--- src/rtl/usb_cts_pkg.sv ---
package usb_cts_pkg;

    typedef enum logic [2:0] {
        ST_SETUP   = 3'd0,
        ST_RD_DATA = 3'd1,
        ST_RD_STAT = 3'd2,
        ST_WR_DATA = 3'd3,
        ST_WR_STAT = 3'd4,
        ST_ND_STAT = 3'd5,
        ST_SEQ_ERR = 3'd6
    } stage_e;

    typedef enum logic [1:0] {
        TK_SETUP = 2'd0,
        TK_IN    = 2'd1,
        TK_OUT   = 2'd2,
        TK_PING  = 2'd3
    } tok_e;

    localparam int NSRC      = 4;
    localparam int SRC_SETUP = 0;
    localparam int SRC_DATA  = 1;
    localparam int SRC_STAT  = 2;
    localparam int SRC_ERR   = 3;

    localparam logic [1:0] RESP_OK    = 2'b01;
    localparam logic [1:0] RESP_STALL = 2'b10;

    typedef struct packed {
        stage_e            stage;
        logic              dat_seen;
        logic              stall;
        logic              pend;
        logic              pend_dir;
        logic              pend_wlen;
        logic [NSRC-1:0]   sts;
    } cts_state_t;

endpackage

--- src/rtl/cts_route.sv ---
module cts_route
    import usb_cts_pkg::*;
(
    input  logic   dir_in,
    input  logic   wlen_nz,
    output stage_e next_stage
);
    always_comb begin
        if (!wlen_nz)
            next_stage = ST_ND_STAT;
        else if (dir_in)
            next_stage = ST_RD_DATA;
        else
            next_stage = ST_WR_DATA;
    end
endmodule

--- src/rtl/cts_seq_check.sv ---
module cts_seq_check
    import usb_cts_pkg::*;
(
    input  stage_e     cur_stage,
    input  logic       dat_seen,
    input  logic       tok_vld,
    input  logic [1:0] tok_kind,
    input  logic       rx_vld,
    input  logic       rx_data1,
    output logic       seq_err
);
    logic tok_in;
    logic tok_outping;

    assign tok_in      = tok_vld && (tok_kind == TK_IN);
    assign tok_outping = tok_vld && (tok_kind == TK_OUT || tok_kind == TK_PING);

    always_comb begin
        unique case (cur_stage)
            ST_RD_DATA: seq_err = tok_outping && !dat_seen;
            ST_RD_STAT: seq_err = (rx_vld && !rx_data1) || tok_in;
            ST_WR_DATA: seq_err = !dat_seen && (tok_in || (rx_vld && !rx_data1));
            ST_WR_STAT,
            ST_ND_STAT: seq_err = tok_outping;
            default:    seq_err = 1'b0;
        endcase
    end
endmodule

--- src/rtl/usb_ctl_stage_seq.sv ---
module usb_ctl_stage_seq
    import usb_cts_pkg::*;
(
    input  logic            clk,
    input  logic            rst_n,
    input  logic            tok_vld,
    input  logic [1:0]      tok_kind,
    input  logic            setup_done,
    input  logic            req_dir_in,
    input  logic            req_wlen_nz,
    input  logic            rx_vld,
    input  logic            rx_data1,
    input  logic            hs_ack,
    input  logic            sw_clr,
    input  logic [NSRC-1:0] int_en,
    output logic [2:0]      stage,
    output logic [NSRC-1:0] irq_sts,
    output logic            irq,
    output logic [1:0]      resp_pid
);
    cts_state_t q, d;
    stage_e     route_stage;
    logic       seq_err;
    logic       held;
    logic       route_dir;
    logic       route_wlen;
    logic       setup_tok;
    logic       tok_in;
    logic       tok_outping;

    assign held        = (q.stage == ST_SEQ_ERR);
    assign route_dir   = held ? q.pend_dir  : req_dir_in;
    assign route_wlen  = held ? q.pend_wlen : req_wlen_nz;
    assign setup_tok   = tok_vld && (tok_kind == TK_SETUP);
    assign tok_in      = tok_vld && (tok_kind == TK_IN);
    assign tok_outping = tok_vld && (tok_kind == TK_OUT || tok_kind == TK_PING);

    cts_route u_route (
        .dir_in     (route_dir),
        .wlen_nz    (route_wlen),
        .next_stage (route_stage)
    );

    cts_seq_check u_check (
        .cur_stage (q.stage),
        .dat_seen  (q.dat_seen),
        .tok_vld   (tok_vld),
        .tok_kind  (tok_kind),
        .rx_vld    (rx_vld),
        .rx_data1  (rx_data1),
        .seq_err   (seq_err)
    );

    always_comb begin
        d = q;
        if (held) begin
            if (setup_done) begin
                d.pend      = 1'b1;
                d.pend_dir  = req_dir_in;
                d.pend_wlen = req_wlen_nz;
            end
            if (sw_clr) begin
                d.sts      = '0;
                d.dat_seen = 1'b0;
                d.pend     = 1'b0;
                if (q.pend) begin
                    d.stage              = route_stage;
                    d.stall              = 1'b0;
                    d.sts[SRC_SETUP]     = int_en[SRC_SETUP];
                end else begin
                    d.stage = ST_SETUP;
                end
            end
        end else begin
            if (sw_clr)
                d.sts = '0;
            if (setup_tok) begin
                d.stage    = ST_SETUP;
                d.stall    = 1'b0;
                d.dat_seen = 1'b0;
            end else if (setup_done) begin
                d.stage          = route_stage;
                d.dat_seen       = 1'b0;
                d.sts[SRC_SETUP] = d.sts[SRC_SETUP] | int_en[SRC_SETUP];
            end else if (seq_err) begin
                d.stage        = ST_SEQ_ERR;
                d.stall        = 1'b1;
                d.pend         = 1'b0;
                d.sts[SRC_ERR] = d.sts[SRC_ERR] | int_en[SRC_ERR];
            end else begin
                unique case (q.stage)
                    ST_RD_DATA: begin
                        if (hs_ack)
                            d.dat_seen = 1'b1;
                        if (tok_outping) begin
                            d.stage         = ST_RD_STAT;
                            d.sts[SRC_DATA] = d.sts[SRC_DATA] | int_en[SRC_DATA];
                        end
                    end
                    ST_WR_DATA: begin
                        if (hs_ack)
                            d.dat_seen = 1'b1;
                        if (tok_in) begin
                            d.stage         = ST_WR_STAT;
                            d.sts[SRC_DATA] = d.sts[SRC_DATA] | int_en[SRC_DATA];
                        end
                    end
                    ST_RD_STAT,
                    ST_WR_STAT,
                    ST_ND_STAT: begin
                        if (hs_ack) begin
                            d.stage         = ST_SETUP;
                            d.dat_seen      = 1'b0;
                            d.sts[SRC_STAT] = d.sts[SRC_STAT] | int_en[SRC_STAT];
                        end
                    end
                    default: ;
                endcase
            end
        end
    end

    always_ff @(posedge clk or negedge rst_n) begin
        if (!rst_n) begin
            q <= '{stage: ST_SETUP, dat_seen: 1'b0, stall: 1'b0, pend: 1'b0,
                   pend_dir: 1'b0, pend_wlen: 1'b0, sts: '0};
        end else begin
            q <= d;
        end
    end

    assign stage    = q.stage;
    assign irq_sts  = q.sts;
    assign irq      = |q.sts;
    assign resp_pid = q.stall ? RESP_STALL : RESP_OK;

endmodule

--- config.mk ---
export PLATFORM = sky130hd
export DESIGN_NAME = usb_ctl_stage_seq
export DESIGN_NICKNAME = d
export VERILOG_FILES = /design/src/rtl/usb_cts_pkg.sv /design/src/rtl/cts_route.sv /design/src/rtl/cts_seq_check.sv /design/src/rtl/usb_ctl_stage_seq.sv
export SDC_FILE = /design/constraint.sdc
export NUM_CORES = 1
export LEC_CHECK = 0
export ABC_CLOCK_PERIOD_IN_PS = 2800
export BUFFER_PORTS_ARGS = -buffer_cell sky130_fd_sc_hd__buf_2
export CORE_ASPECT_RATIO = 2
export CORE_MARGIN = 2
export CORE_UTILIZATION = 35
export DETAILED_ROUTE_END_ITERATION = 16
export HOLD_SLACK_MARGIN = 0.05
export PLACE_DENSITY = 0.65
export SETUP_SLACK_MARGIN = 0.02
export SKIP_CTS_REPAIR_TIMING = 1
export SLEW_MARGIN = 10
export SYNTH_ARGS = -nofsm -noshare
export SYNTH_HDL_FRONTEND = slang
export SYNTH_SLANG_ARGS = --single-unit
--- constraint.sdc ---
create_clock -name clk -period 2.8 [get_ports clk]
set_clock_uncertainty 0.1 [all_clocks]
set_input_delay 0.14 -clock clk [delete_from_list [all_inputs] [get_ports clk]]
set_output_delay 0.14 -clock clk [all_outputs]
set_load 0.05 [all_outputs]
==> impl_metrics.py <==
metrics = {
    "yosys": {
        "netlist_instances": 109,
        "synth-main-ff-cell": "dfrtp_1",
        "ys_types": 39,
        "async_flop_share_pct": 100,
        "ys_seq_area_share_pct": 32.0,
        "postSynthAreaPerCell_um2": 8.62,
        "synth_edf_count": 0,
        "syn_nets": 125,
        "ys_ff_latch": 12,
        "synth_warnings": 0,
        "netlist_area_um2": 940,
    },
    "power_and_ir_drop": {
        "finalPower_uw": 1070,
        "power_density_nw_per_um2": 1010,
        "p_switching_uw": 539,
        "combinationalPowerShare_pct": 55.0,
        "swShare_pct": 50.5,
        "peakVddDrop_mv": 0.803,
        "p_leak_uw": 0.000511,
        "p_clk_share_pct": 14.3,
        "power_frac_seq_pct": 30.7,
        "intPower_uw": 528,
    },
    "die": {
        "start_util_pct": 36.6,
        "die_h_um": 77.3,
        "die_width_um": 40.6,
        "rows": 26,
        "die-area_um2": 3140,
        "fp.coreArea_um2": 2570,
        "ios": 26,
    },
    "global_route": {
        "grt_start_max_net_pins": 15,
        "antenna_found_initial": 0,
        "grt.overflow.total": 0,
        "grt_usage_pct": 16.7,
        "grt_pass1_vias": 811,
        "grt_pass1_wl_um": 3680,
    },
    "timing": {
        "hold-worst-slack_ns": 0.0572,
        "finalCriticalPeriod_ns": 1.99,
        "fmax_mhz": 502,
        "rsz0062_at_grt": "false",
        "hold_viol_final": 0,
        "finalSetupTns_ns": 0,
        "slew_viol_final": 0,
        "min_period_over_period_pct": 71.2,
        "setup_viol": 0,
        "maxSlewHeadroom_pct": 71.4,
        "worst_pin_slew_ns": 0.428,
    },
    "cells_and_area": {
        "nets": 144,
        "n_fill_cell": 273,
        "drive_gt1_share_pct": 31.7,
        "syn_to_final_growth_pct": 12.5,
        "final_area_um2": 1060,
        "antenna_cells": 0,
    },
    "drt": {
        "drt_wl_total_um": 2200,
        "viasPerCell": 5.37,
        "drc": 0,
        "drtPass1Iterations": 4,
        "vias": 827,
        "wl_per_cell_um": 14.3,
        "ant_nets": 0,
        "drtIter0Drc": 14,
    },
    "placement": {
        "dpl.hpwl_um": 1810,
        "dpl_cell_area_um2": 996,
        "globalplace.congestion": 0.854,
        "numPortBuffers": 25,
    },
    "clocking": {
        "cts_tree": "built",
        "path_clk_slew_ns": 0.05,
        "htree_levels": 1,
        "clockBufferDepth": 2,
        "clock_sinks": 12,
        "cts-root-buf": "clkbuf_8",
        "worstSkewPairLatency_ns": 0.24,
        "numCtsBuffers": 3,
    },
    "worst_setup_path": {
        "r2r-start": "stage[0]$_DFFE_PN0P_",
        "crit_arrival_ns": 2.01,
        "start_kind": "register",
        "critPathKind": "register to register",
        "crit_fanout": 13,
        "worstPathRequired_ns": 2.82,
        "crit_start": "stage[0]$_DFFE_PN0P_",
        "cp-end-kind": "register",
    },
    "flow_run": {
        "maxCapViolCount": 0,
    },
    "hold_path": {
        "holdCritStartpoint": "req_dir_in",
        "hold_path.class": "primary input to register",
    },
    "run_status": {
        "status": "finished, final reports clean",
    },
}
[area by class of cell]
class / count / area, um2 / share of cell area [%]
clock buffers: 3 / 41.3 / 3.91
inverters: 7 / 26.3 / 2.49
flip-flops and latches: 12 / 300 / 28.4
repair buffers: 27 / 145 / 13.7
well taps: 28 / 35.0 / 3.31
multi-input cells: 77 / 509 / 48.2
[path summary, 6_finish.rpt]
check,cells past startpoint,endpoint,slack [ns]
worst max-delay path,5,stage[1]$_DFFE_PN0P_,0.81
worst min-delay path,2,q[5]$_DFFE_PN0P_,0.06
worst max register to register,5,stage[1]$_DFFE_PN0P_,0.81
worst min register to register,1,q[5]$_DFFE_PN0P_,0.40
max in group asynchronous,2,irq_sts[1]$_DFFE_PN0N_,2.17
min in group asynchronous,2,irq_sts[3]$_DFFE_PN0N_,0.22
[cell usage after synthesis (2+ instances only)]
library cell / count / area (um2)
a21oi_1: 9 / 45.0
a21oi_2: 2 / 17.5
a22o_1: 2 / 17.5
and2b_2: 2 / 17.5
buf_2: 2 / 10.0
buf_4: 8 / 60.1
buf_6: 3 / 33.8
dfrtp_1: 12 / 300
inv_1: 7 / 26.3
mux2_2: 3 / 33.8
nand2_1: 9 / 33.8
nand2b_1: 3 / 18.8
nand3_1: 2 / 10.0
nand3b_1: 4 / 30.0
nor2_1: 10 / 37.5
nor2b_1: 2 / 12.5
o211ai_1: 2 / 15.0
o21ai_0: 5 / 25.0
or3_1: 2 / 12.5
[metrics by stage]
stage | setup slack, ns | std cells | utilization, %
floorplan | 1.07 | 109 | -
finish | 0.807 | 154 | 41.1
detailed placement | 0.823 | 149 | 38.8
global route | 0.643 | 154 | 41.1
global placement | 0.867 | 149 | 38.8
CTS | 0.808 | 152 | 40.4
[worst max-delay path, stage by stage (launching register included)]
cell,delay (ns)
dfrtp_1,0.55
and3b_1,0.31
nor3_4,0.28
nand3_2,0.13
a21oi_2,0.15
mux2_2,0.35
[cell families (layout without fill, tap and decap cells)]
kind of cell           count (synthesis)  after routing  share of synthesized area (%)
buffers and inverters                 20             37                           13.8
AOI/OAI and AO/OA                     31             31                           23.2
muxes                                  3              3                           3.59
and+or+nand+nor                       43             43                           27.4
DFF                                   12             12                           32.0
[sequential cells by signal (all words and copies together), names as in the netlist]
signal	flops
q	5
irq_sts	4
stage	3
[per-layer routing]
| layer | track usage [%] | wire [um] | vias up |
|---|---|---|---|
| met5 | 0 | 0 | - |
| met4 | 9.00 | 62 | 0 |
| met1 | 18.5 | 816 | 377 |
| met3 | 2.31 | 83 | 6 |
| li1 | - | - | 421 |
| met2 | 27.9 | 1240 | 23 |
[placed cells by master (no fill, tap or decap), drive strengths merged, types with 2 or more instances in the layout]
master and n:
buf 25, dfrtp 12, a21oi 11, nor2 10
nand2 9, inv 7, o21ai 6, nand3b 4
nand2b 3, mux2 3, clkbuf 3, nand3 3
a22o 2, nor2b 2, and2b 2, or3 2
o211ai 2, dlygate4sd3 2, and3b 2
[power groups by stage]
stage | clock (uW) | combinational (uW) | sequential (uW)
2_1_floorplan | 0 | 593 | 276
3_3_place_gp | 0 | 587 | 324
3_5_place_dp | 0 | 590 | 332
4_1_cts | 156 | 591 | 328
5_1_grt | 161 | 638 | 345
6_report | 153 | 587 | 328
Note: power is estimated with default switching activity, not from simulation.
